==> config.mk <==
export PLATFORM = sky130hd
export DESIGN_NAME = pktport_top
export DESIGN_NICKNAME = d
export VERILOG_FILES = /design/src/rtl/pktport_pkg.sv /design/src/rtl/pktport_rx.sv /design/src/rtl/pktport_tx.sv /design/src/rtl/pktport_top.sv
export SDC_FILE = /design/constraint.sdc
export NUM_CORES = 2
export LEC_CHECK = 0
export BUFFER_PORTS_ARGS = -buffer_cell sky130_fd_sc_hd__buf_2
export CAP_MARGIN = 0
export CORE_MARGIN = 2
export CORE_UTILIZATION = 35
export DETAILED_ROUTE_END_ITERATION = 12
export MAX_ROUTING_LAYER = met4
export PLACE_DENSITY = 0.46
export SETUP_SLACK_MARGIN = 0.02
export SYNTH_ARGS = -nofsm -noshare
export SYNTH_HDL_FRONTEND = slang
export SYNTH_SLANG_ARGS = --single-unit
==> constraint.sdc <==
create_clock -name clk -period 3.9 [get_ports clk]
set_input_delay 0.39 -clock clk [delete_from_list [all_inputs] [get_ports clk]]
set_output_delay 0.39 -clock clk [all_outputs]
set_load 0.01 [all_outputs]
==> src/rtl/pktport_pkg.sv <==
package pktport_pkg;

    typedef enum logic [1:0] {
        RX_IDLE = 2'd0,
        RX_FILL = 2'd1,
        RX_HOLD = 2'd2
    } rx_state_t;

    typedef enum logic [1:0] {
        TX_IDLE = 2'd0,
        TX_LOAD = 2'd1,
        TX_SEND = 2'd2
    } tx_state_t;

    localparam logic [3:0] WD_ID_LO  = 4'd0;
    localparam logic [3:0] WD_ID_HI  = 4'd1;
    localparam logic [3:0] WD_BUSY   = 4'd2;
    localparam logic [3:0] WD_RXCNT  = 4'd3;
    localparam logic [3:0] WD_TXCNT  = 4'd4;
    localparam logic [3:0] WD_INTCTL = 4'd5;
    localparam logic [3:0] WD_INFO   = 4'd6;
    localparam logic [3:0] WD_RXPORT = 4'd7;
    localparam logic [3:0] WD_TXPORT = 4'd8;

    localparam int IC_TXDONE = 0;
    localparam int IC_RXPEND = 1;
    localparam int IC_TEST   = 31;

endpackage

==> src/rtl/pktport_rx.sv <==
module pktport_rx
    import pktport_pkg::*;
#(
    parameter int MAX_LEN = 256,
    parameter int CNT_W   = $clog2(MAX_LEN + 1),
    parameter int PTR_W   = (MAX_LEN > 1) ? $clog2(MAX_LEN) : 1
) (
    input  logic             clk,
    input  logic             rst_n,
    input  logic [7:0]       in_data,
    input  logic             in_valid,
    input  logic             in_last,
    output logic             in_ready,
    input  logic             port_rd,
    input  logic             ack,
    output logic [7:0]       rd_byte,
    output logic [CNT_W-1:0] count,
    output logic             pending,
    output logic             filling
);

    rx_state_t        st, st_nx;
    logic [7:0]       mem [MAX_LEN];
    logic [CNT_W-1:0] wr_cnt;
    logic [CNT_W-1:0] fill_nx;
    logic [PTR_W-1:0] rd_ptr;
    logic [PTR_W-1:0] widx;
    logic             beat;
    logic             room;

    assign beat    = in_valid && in_ready;
    assign room    = (st == RX_IDLE) || (wr_cnt < CNT_W'(MAX_LEN));
    assign fill_nx = (wr_cnt < CNT_W'(MAX_LEN)) ? wr_cnt + 1'b1 : wr_cnt;
    assign widx    = (st == RX_IDLE) ? '0 : wr_cnt[PTR_W-1:0];

    // state register
    always_ff @(posedge clk or negedge rst_n) begin
        if (!rst_n) st <= RX_IDLE;
        else        st <= st_nx;
    end

    always_comb begin
        st_nx = st;
        unique case (st)
            RX_IDLE: if (beat) st_nx = in_last ? RX_HOLD : RX_FILL;
            RX_FILL: if (beat && in_last) st_nx = RX_HOLD;
            RX_HOLD: if (ack) st_nx = RX_IDLE;
            default: st_nx = RX_IDLE;
        endcase
    end

    // state outputs
    always_comb begin
        in_ready = (st != RX_HOLD);
        pending  = (st == RX_HOLD);
        filling  = (st == RX_FILL);
    end

    always_ff @(posedge clk or negedge rst_n) begin
        if (!rst_n) begin
            wr_cnt <= '0;
            count  <= '0;
            rd_ptr <= '0;
        end else if (beat) begin
            if (st == RX_IDLE) begin
                wr_cnt <= CNT_W'(1);
                rd_ptr <= '0;
                count  <= in_last ? CNT_W'(1) : '0;
            end else begin
                wr_cnt <= fill_nx;
                if (in_last) count <= fill_nx;
            end
        end else if (port_rd && count != '0) begin
            count  <= count - 1'b1;
            rd_ptr <= rd_ptr + 1'b1;
        end
    end

    always_ff @(posedge clk) begin
        if (beat && room) mem[widx] <= in_data;
    end

    assign rd_byte = (count != '0) ? mem[rd_ptr] : 8'h00;

    AST_RX_LEN_LOADED: assert property (@(posedge clk) disable iff (!rst_n)
        beat && in_last |=> pending && count != '0);
    AST_RX_COUNT_STEP: assert property (@(posedge clk) disable iff (!rst_n)
        port_rd && count != '0 && !beat |=> count == $past(count) - 1'b1);
    AST_RX_HELD_UNTIL_ACK: assert property (@(posedge clk) disable iff (!rst_n)
        pending && !ack |=> pending && !in_ready);
    AST_RX_COUNT_LIMIT: assert property (@(posedge clk) disable iff (!rst_n)
        count <= CNT_W'(MAX_LEN));

endmodule

==> src/rtl/pktport_tx.sv <==
module pktport_tx
    import pktport_pkg::*;
#(
    parameter int MAX_LEN = 256,
    parameter int CNT_W   = $clog2(MAX_LEN + 1),
    parameter int PTR_W   = (MAX_LEN > 1) ? $clog2(MAX_LEN) : 1
) (
    input  logic             clk,
    input  logic             rst_n,
    input  logic             len_wr,
    input  logic [CNT_W-1:0] len_val,
    input  logic             byte_wr,
    input  logic [7:0]       byte_val,
    output logic [7:0]       out_data,
    output logic             out_valid,
    output logic             out_last,
    input  logic             out_ready,
    output logic [CNT_W-1:0] count,
    output logic             sending,
    output logic             done
);

    tx_state_t        st, st_nx;
    logic [7:0]       mem [MAX_LEN];
    logic [CNT_W-1:0] len;
    logic [CNT_W-1:0] wr_cnt;
    logic [PTR_W-1:0] rd_ptr;
    logic             arm;
    logic             store;

    assign arm   = len_wr && (st == TX_IDLE) && (len_val != '0);
    assign store = byte_wr && (st == TX_LOAD);

    always_ff @(posedge clk or negedge rst_n) begin
        if (!rst_n) st <= TX_IDLE;
        else        st <= st_nx;
    end

    always_comb begin
        st_nx = st;
        unique case (st)
            TX_IDLE: if (arm) st_nx = TX_LOAD;
            TX_LOAD: if (store && (wr_cnt + 1'b1 == len)) st_nx = TX_SEND;
            TX_SEND: if (out_ready && out_last) st_nx = TX_IDLE;
            default: st_nx = TX_IDLE;
        endcase
    end

    always_comb begin
        out_valid = (st == TX_SEND);
        sending   = (st == TX_SEND);
        count     = (st == TX_LOAD) ? len : '0;
        out_last  = (st == TX_SEND) && (CNT_W'(rd_ptr) == len - 1'b1);
        done      = (st == TX_SEND) && out_ready && out_last;
    end

    always_ff @(posedge clk or negedge rst_n) begin
        if (!rst_n) begin
            len    <= '0;
            wr_cnt <= '0;
            rd_ptr <= '0;
        end else begin
            if (arm) begin
                len    <= len_val;
                wr_cnt <= '0;
            end
            if (store) begin
                wr_cnt <= wr_cnt + 1'b1;
                rd_ptr <= '0;
            end
            if (out_valid && out_ready && !out_last) rd_ptr <= rd_ptr + 1'b1;
        end
    end

    always_ff @(posedge clk) begin
        if (store) mem[wr_cnt[PTR_W-1:0]] <= byte_val;
    end

    assign out_data = mem[rd_ptr];

    AST_TX_COUNT_CLEARED: assert property (@(posedge clk) disable iff (!rst_n)
        $rose(out_valid) |-> count == '0);
    AST_TX_HOLD_STEADY: assert property (@(posedge clk) disable iff (!rst_n)
        out_valid && !out_ready |=> out_valid && $stable(out_data) && $stable(out_last));

endmodule

==> src/rtl/pktport_top.sv <==
module pktport_top
    import pktport_pkg::*;
#(
    parameter int          MAX_LEN  = 256,
    parameter int          IRQ_LINE = 2,
    parameter logic [63:0] DEV_ID   = "PKTPORT1"
) (
    input  logic        clk,
    input  logic        rst_n,
    input  logic        bus_sel,
    input  logic        bus_wr,
    input  logic [3:0]  bus_word,
    input  logic [31:0] bus_wdata,
    output logic [31:0] bus_rdata,
    input  logic [7:0]  rx_data,
    input  logic        rx_valid,
    input  logic        rx_last,
    output logic        rx_ready,
    output logic [7:0]  tx_data,
    output logic        tx_valid,
    output logic        tx_last,
    input  logic        tx_ready,
    output logic        irq
);

    localparam int CNT_W = $clog2(MAX_LEN + 1);
    localparam int PTR_W = (MAX_LEN > 1) ? $clog2(MAX_LEN) : 1;

    logic             rd_en, wr_en;
    logic             rx_port_rd, rx_ack;
    logic [7:0]       rx_byte;
    logic [CNT_W-1:0] rx_count, tx_count, len_clip;
    logic             rx_pend, rx_filling;
    logic             tx_len_wr, tx_byte_wr, tx_sending, tx_done;
    logic             tx_pend, test_flag, test_irq;
    logic             ctl_wr, ctl_rd;

    assign rd_en      = bus_sel && !bus_wr;
    assign wr_en      = bus_sel && bus_wr;
    assign ctl_wr     = wr_en && (bus_word == WD_INTCTL);
    assign ctl_rd     = rd_en && (bus_word == WD_INTCTL);
    assign rx_port_rd = rd_en && (bus_word == WD_RXPORT);
    assign rx_ack     = ctl_wr && bus_wdata[IC_RXPEND];
    assign tx_len_wr  = wr_en && (bus_word == WD_TXCNT);
    assign tx_byte_wr = wr_en && (bus_word == WD_TXPORT);
    assign len_clip   = (bus_wdata > 32'(MAX_LEN)) ? CNT_W'(MAX_LEN) : bus_wdata[CNT_W-1:0];

    pktport_rx #(.MAX_LEN(MAX_LEN), .CNT_W(CNT_W), .PTR_W(PTR_W)) rx_i (
        .clk     (clk),
        .rst_n   (rst_n),
        .in_data (rx_data),
        .in_valid(rx_valid),
        .in_last (rx_last),
        .in_ready(rx_ready),
        .port_rd (rx_port_rd),
        .ack     (rx_ack),
        .rd_byte (rx_byte),
        .count   (rx_count),
        .pending (rx_pend),
        .filling (rx_filling)
    );

    pktport_tx #(.MAX_LEN(MAX_LEN), .CNT_W(CNT_W), .PTR_W(PTR_W)) tx_i (
        .clk      (clk),
        .rst_n    (rst_n),
        .len_wr   (tx_len_wr),
        .len_val  (len_clip),
        .byte_wr  (tx_byte_wr),
        .byte_val (bus_wdata[7:0]),
        .out_data (tx_data),
        .out_valid(tx_valid),
        .out_last (tx_last),
        .out_ready(tx_ready),
        .count    (tx_count),
        .sending  (tx_sending),
        .done     (tx_done)
    );

    // interrupt flags
    always_ff @(posedge clk or negedge rst_n) begin
        if (!rst_n) begin
            tx_pend   <= 1'b0;
            test_flag <= 1'b0;
            test_irq  <= 1'b0;
        end else begin
            if (tx_done)                              tx_pend <= 1'b1;
            else if (ctl_wr && bus_wdata[IC_TXDONE])  tx_pend <= 1'b0;

            if (ctl_wr && bus_wdata[IC_TEST]) begin
                test_flag <= 1'b1;
                test_irq  <= 1'b1;
            end else if (ctl_wr && bus_wdata == 32'd0) begin
                test_irq  <= 1'b0;
            end else if (ctl_rd) begin
                test_flag <= 1'b0;
            end
        end
    end

    assign irq = tx_pend || rx_pend || test_irq;

    always_comb begin
        bus_rdata = '0;
        unique case (bus_word)
            WD_ID_LO:  bus_rdata = DEV_ID[31:0];
            WD_ID_HI:  bus_rdata = DEV_ID[63:32];
            WD_BUSY:   bus_rdata = {31'd0, rx_filling || tx_sending};
            WD_RXCNT:  bus_rdata = 32'(rx_count);
            WD_TXCNT:  bus_rdata = 32'(tx_count);
            WD_INTCTL: bus_rdata = {test_flag, 29'd0, rx_pend, tx_pend};
            WD_INFO:   bus_rdata = 32'(IRQ_LINE);
            WD_RXPORT: bus_rdata = {24'd0, rx_byte};
            default:   bus_rdata = '0;
        endcase
    end

    AST_TEST_CLEARS_ON_READ: assert property (@(posedge clk) disable iff (!rst_n)
        ctl_rd |=> !test_flag);
    AST_TEST_LINE_HELD: assert property (@(posedge clk) disable iff (!rst_n)
        test_irq && !(ctl_wr && bus_wdata == 32'd0) |=> test_irq);
    AST_DONE_SETS_FLAG: assert property (@(posedge clk) disable iff (!rst_n)
        tx_done |=> tx_pend && irq);
    AST_IRQ_SOURCES: assert property (@(posedge clk) disable iff (!rst_n)
        (rx_pend || test_irq) |-> irq);

endmodule

Word level (Yosys, flattened, before mapping). Memory sizes are Yosys's and may differ from the RTL's. Index checks and enable logic that the tools add are counted. W data, S select, Z words.

Register bits after elaboration: 59. RAM bits: 4096. Output and inout port bits: 44. Logic and storage cells: 131. Memories kept: 2.

$add $sub $neg: 6. Magnitude comparators: 2. Eq/ne operators: 24. Multiplexer cells: 39. Reductions and logical operators: 47.

Memory list: rx_i.mem (depth 256, width 8, rd ports 1, clocked after Yosys merged registers in 0, write ports 1, RTL line pktport_rx.sv:23) `logic [7:0] mem [MAX_LEN];`; tx_i.mem (depth 256, width 8, rd ports 1, clocked after Yosys merged registers in 0, write ports 1, RTL line pktport_tx.sv:24) `logic [7:0] mem [MAX_LEN];`.

Operators with widths (number): $pmux W32 S8 (1); $mux W9 (10); $mux W8 (7); $gt A32 B9 Y1 const B (1); $logic_not A32 Y1 (1); $logic_and A1 B1 Y1 (24); $add A9 B1 Y9 const B (2); $reduce_bool A9 Y1 (2); $sub A9 B1 Y9 const B (2); $add A8 B1 Y8 const B (2); $eq A4 B3 Y1 const B (4); $mux W2 (7); $mux W1 (12); $pmux W2 S3 (2); $reduce_bool A2 Y1 (6); $ne A2 B1 Y1 const B (5); $eq A8 B9 Y1 (1); $eq A9 B9 Y1 (1); $lt A9 B9 Y1 const B (1); $eq A4 B2 Y1 const B (2); $ne A2 B2 Y1 const B (4); $reduce_and A2 Y1 (3); $reduce_and A3 Y1 (2); $eq A2 B1 Y1 const B (2); 8 further kinds (14).

Longest topological paths before layout.
Word-level depth: 6. Mapped depth: 13. Gate-level depth less buffers: 10.

Hierarchy. Synthesis repeated with hierarchy kept, for this count alone.

Cells, all modules: 7826. Area, all modules: 163670.7 µm².

By module, submodules not included: pktport_rx (instances 1, cells an instance 3894, area each 81531.9 µm², sequential area each 62199.7 µm²); pktport_tx (instances 1, cells an instance 3823, area each 81368.0 µm², sequential area each 62199.7 µm²); pktport_top (instances 1, cells an instance 109, area each 770.7 µm², sequential area each 75.1 µm²).

Least setup slack after synthesis. No wires, ideal clock.

Path kind: reg-to-output. Start: reg tx_i.rd_ptr[0]. End: out tx_data[0]. Data arrival time: 2891 ps. Required time: 3510 ps. Setup slack: 619 ps. Cell stages (with the launch flop): 8. Path buffers: 2. Cells stage by stage: dfrtp_1 -> clkbuf_1 -> buf_1 -> mux4_2 -> mux4_2 -> a22oi_1 -> a21oi_1 -> or4_1.

Cells in the longest elaborated chain, start to end: 1.

RTL lines: from (decl) (RTL line pktport_tx.sv:27) `logic [PTR_W-1:0] rd_ptr;`; from (signal assigned) (RTL line pktport_tx.sv:71) `if (out_valid && out_ready && !out_last) rd_ptr <= rd_ptr + 1'b1;`; $mem_v2 Z256 W8; to (decl) (RTL line pktport_top.sv:19) `output logic [7:0] tx_data,`.

Every way passes these cells.

Final worst setup path.
Start: reg rx_i.rd_ptr[0]. End: out bus_rdata[7].

Cells in the longest elaborated chain, start to end: 3.

RTL lines: from (decl) (RTL line pktport_rx.sv:26) `logic [PTR_W-1:0] rd_ptr;`; from (signal assigned) (RTL line pktport_rx.sv:75) `rd_ptr <= rd_ptr + 1'b1;`; $mem_v2 Z256 W8; $mux W8 (RTL line pktport_rx.sv:83) `assign rd_byte = (count != '0) ? mem[rd_ptr] : 8'h00;`; $pmux W32 S8 (RTL line pktport_top.sv:104) `unique case (bus_word)`; to (decl) (RTL line pktport_top.sv:14) `output logic [31:0] bus_rdata,`.

Every way passes these cells.

==> metrics.yaml <==
post_route_cells_drive_above_1_share: 0.362
gp_congestion: 0.812
core_area_sq_mm: 0.460
count_of_flip_flops_with_a_built_in_enable_after_synthesis: 4096
dr.pass1.iters: 6
ir_worst_vdd_mv: 0.377
drv.max_cap_violation_count: 0
violations: "negative setup slack"
number_of_buffers_added_on_ports: 86
die_width_um: 684
dp_worst_setup_slack_ns: -0.763
ys_seq_area_frac: 0.769
clkLatencyLatePin_ns: 1.00
detailedPlacementHpwl_um: 297000
yosysTopAreaCell: "sky130_fd_sc_hd__edfxtp_1"
largest_net_degree_at_the_start_of_global_routing: 189
number_of_setup_violations_in_the_final_report: 16
ctsLongestPathBuffers: 4
fin_ws_ns: -0.955
worstPathArrival_ns: 4.47
cts_tree: "yes"
cts_inserted_buffers: 447
worst-path-max-fanout: 8
initial_core_util: 0.352
grt_antenna_before_repair: 15
clock_tree.root_cell: "sky130_fd_sc_hd__clkbuf_16"
cp-startpoint: "rx_i.rd_ptr[0]"
routedWlPerCell_um: 31.0
endpoint_kind: "output pin"
report.final.hold_viol_count: 0
wl_met1_um: 198000
max_slew_margin: 0.127
postRouteAntennaNets: 0
synth-async-reset-ratio: 0.0142
synthTopCellsByCount: "sky130_fd_sc_hd__edfxtp_1 (4,096), sky130_fd_sc_hd__mux4_2 (1,156), sky130_fd_sc_hd__nor2_1 (589)"
syn2layout_area_growth_pct: 20.9
fp.dieArea_sq_mm: 0.468
power.density_cell_area_mw_per_mm2: 492
grt_first_pass_wirelength_um: 663000
ff2ff_setup_slack_ns: 0.24
totalPowerFinal_mw: 96.3
most_used_standard_cell_by_instance_count_after_synthesis: "sky130_fd_sc_hd__edfxtp_1"
grt_pass1_vias: 84037
prevailing_post_synth_register_cell: "sky130_fd_sc_hd__edfxtp_1"
synth.cell_area_sq_mm: 0.162
postRouteWirelength_um: 472000
timing.final.max_slew_violations: 0
finalSetupTns_ns: -13.31
std_cell_rows: 249
via_count: 80775
setup.worst_path.class: "reg -> out"
synth.ff_latch_count: 4155
r2r_start: "rx_i.st[0]"
synth_cells: 7437
critPathRequiredTime_ns: 3.51
nets: 8733
dr_wl_met3_um: 21400
clock_sink_count: 4155
drt-vias-per-instance: 5.31
crit_path_capture: "bus_rdata[7]"
grt_setup_unrepaired: "yes"
synth.top_cell.area_share: 0.760
critPathLaunchType: "flip-flop"
cts_clk_pin_slew_worst_paths_ns: 0.06
outcome: "complete, but fails checks"
worst_clock_skew_ns: 0.0643
i_o_pins: 95
yosysWarningCount: 0
fp.dieH_um: 684
globalRouteTotalUtil: 0.204
fmax_mhz: 206
reg2reg_depth: 5
gr-total-overflow: 0
type_of_the_most_critical_hold_path: "in -> reg"
critical_path.reg2reg.endpoint: "rx_i.mem[230][2]"
ys_types: 68
p_leak_nw: 60.3
top_cells_by_area_in_the_synthesized_netlist: "sky130_fd_sc_hd__edfxtp_1 (76%), sky130_fd_sc_hd__mux4_2 (16%), sky130_fd_sc_hd__nor2_1 (1.4%)"
cts.htree.levels: 5
worst_margin_slew_ns: 1.31
initial_detailed_routing_violation_count: 7713
final.min_clock_period_ns: 4.86
drt_drc_violations_left: 0
min_period_over_period: 1.24
highest_layer: "met4"
met2_wirelength_um: 241000
syn_avg_cell_area_sq_um: 21.8
[kinds of logic after synthesis]
group | count (synthesis) | synth area share
buf+inv | 486 | 0.0132
other cells | 1 | 0.0000232
compound gates | 486 | 0.0201
simple gates | 966 | 0.0256
xor+xnor | 28 | 0.00151
mux | 1306 | 0.170
flops | 4155 | 0.769
fa+ha+maj | 9 | 0.000695
[routing by layer]
metal	up-vias	track usage
met2	2223	0.346
met3	600	0.0225
met1	44155	0.266
li1	33797	-
met5	-	-
met4	0	0.0444
[power breakdown]
part           internal [mW]  switching, mW
clock network           24.6           17.8
registers               49.2          0.132
logic                   1.83           2.81
[worst min path at each step]
stage,from,to,cells past startpoint
after floorplan,rst_n,rx_i.count[0],0
after global placement,rst_n,rx_i.rd_ptr[0],1
after detailed placement,rst_n,rx_i.rd_ptr[7],1
after CTS,bus_wdata[25],tx_i.len[1],6
after global routing,bus_wdata[20],tx_i.len[3],6
final,bus_wdata[25],tx_i.len[1],6
[cells in the final DEF, fill, tap and decap left out, types with 11 or more instances in the layout]
| master | n |
|---|---|
| sky130_fd_sc_hd__nand2b_1 | 21 |
| sky130_fd_sc_hd__xnor2_1 | 17 |
| sky130_fd_sc_hd__nor4_1 | 15 |
| sky130_fd_sc_hd__mux2_2 | 22 |
| sky130_fd_sc_hd__clkbuf_1 | 93 |
| sky130_fd_sc_hd__o22ai_1 | 14 |
| sky130_fd_sc_hd__dfrtp_1 | 46 |
| sky130_fd_sc_hd__nor2_1 | 581 |
| sky130_fd_sc_hd__buf_2 | 57 |
| sky130_fd_sc_hd__o21ai_0 | 67 |
| sky130_fd_sc_hd__buf_4 | 906 |
| sky130_fd_sc_hd__nand2_2 | 32 |
| sky130_fd_sc_hd__mux2i_1 | 113 |
| sky130_fd_sc_hd__a22oi_2 | 47 |
| sky130_fd_sc_hd__dlygate4sd3_1 | 33 |
| sky130_fd_sc_hd__nand3_1 | 37 |
| sky130_fd_sc_hd__o211ai_1 | 12 |
| sky130_fd_sc_hd__xor2_1 | 11 |
| sky130_fd_sc_hd__buf_8 | 32 |
| sky130_fd_sc_hd__nor3_1 | 31 |
| sky130_fd_sc_hd__bufinv_16 | 49 |
| sky130_fd_sc_hd__a22o_1 | 15 |
| sky130_fd_sc_hd__nand2_1 | 120 |
| sky130_fd_sc_hd__buf_6 | 56 |
| sky130_fd_sc_hd__a22oi_1 | 70 |
| sky130_fd_sc_hd__inv_1 | 13 |
| sky130_fd_sc_hd__a21oi_1 | 69 |
| sky130_fd_sc_hd__buf_16 | 34 |
| sky130_fd_sc_hd__a211oi_1 | 12 |
| sky130_fd_sc_hd__clkinvlp_4 | 16 |
| sky130_fd_sc_hd__nor2b_1 | 28 |
| sky130_fd_sc_hd__mux4_2 | 1156 |
| sky130_fd_sc_hd__a31oi_1 | 11 |
| sky130_fd_sc_hd__clkinv_2 | 80 |
| sky130_fd_sc_hd__a21oi_2 | 33 |
| sky130_fd_sc_hd__clkinv_1 | 100 |
| sky130_fd_sc_hd__clkbuf_16 | 455 |
| sky130_fd_sc_hd__buf_12 | 123 |
| sky130_fd_sc_hd__edfxtp_1 | 4096 |
| sky130_fd_sc_hd__o221ai_1 | 21 |
[timing repair]
item                                    4_1_cts  5_1_grt
resized for setup                           270      106
cloned                                       20        2
endpoints found under the setup margin       17       19
buffers inserted                             83       41
pin swaps                                    52       49
hold buffers                                 33        0
hold endpoints to repair                    578        0
[metrics by stage]
step	util	hold slack (ns)	instance area (sq um)	cells
after CTS	0.423	0.000133	195000	15153
after global placement	0.385	0.460	177000	14200
after global routing	0.425	0.0360	196000	15198
after detailed placement	0.385	0.467	177000	14200
final	0.425	0.0294	196000	15200
after floorplan	-	0.0944	162000	7444
[worst max-delay path, cell delays in order, from the launching register on]
cell,delay [ns]
sky130_fd_sc_hd__dfrtp_4,0.51
sky130_fd_sc_hd__buf_12,0.15
sky130_fd_sc_hd__buf_16,0.16
sky130_fd_sc_hd__buf_16,0.17
sky130_fd_sc_hd__buf_8,0.13
sky130_fd_sc_hd__mux4_2,0.41
sky130_fd_sc_hd__mux4_2,0.51
sky130_fd_sc_hd__a21oi_2,0.18
sky130_fd_sc_hd__o21ai_1,0.09
sky130_fd_sc_hd__o211ai_1,0.30
sky130_fd_sc_hd__buf_4,0.17
sky130_fd_sc_hd__o211ai_1,0.26
sky130_fd_sc_hd__buf_4,0.27
sky130_fd_sc_hd__buf_6,0.12
[sequential cells by signal (all words and copies together), names as in the netlist, 2 cells and up]
name         count
rx_i.mem      2048
tx_i.mem      2048
rx_i.count       9
rx_i.wr_cnt      9
tx_i.len         9
tx_i.wr_cnt      9
rx_i.rd_ptr      8
tx_i.rd_ptr      8
rx_i.st          2
tx_i.st          2
[final cells by class]
type / count / area (sq um)
Sequential cell: 4155 / 125000
Clock buffer: 548 / 11700
Fill cell: 40107 / 265000
Multi-Input combinational cell: 2803 / 36600
Antenna cell: 8 / 20.0
Clock inverter: 271 / 2870
Tap cell: 6149 / 7690
Inverter: 14 / 52.6
Timing Repair Buffer: 1252 / 12300
Power figures use the tool's default switching activity.
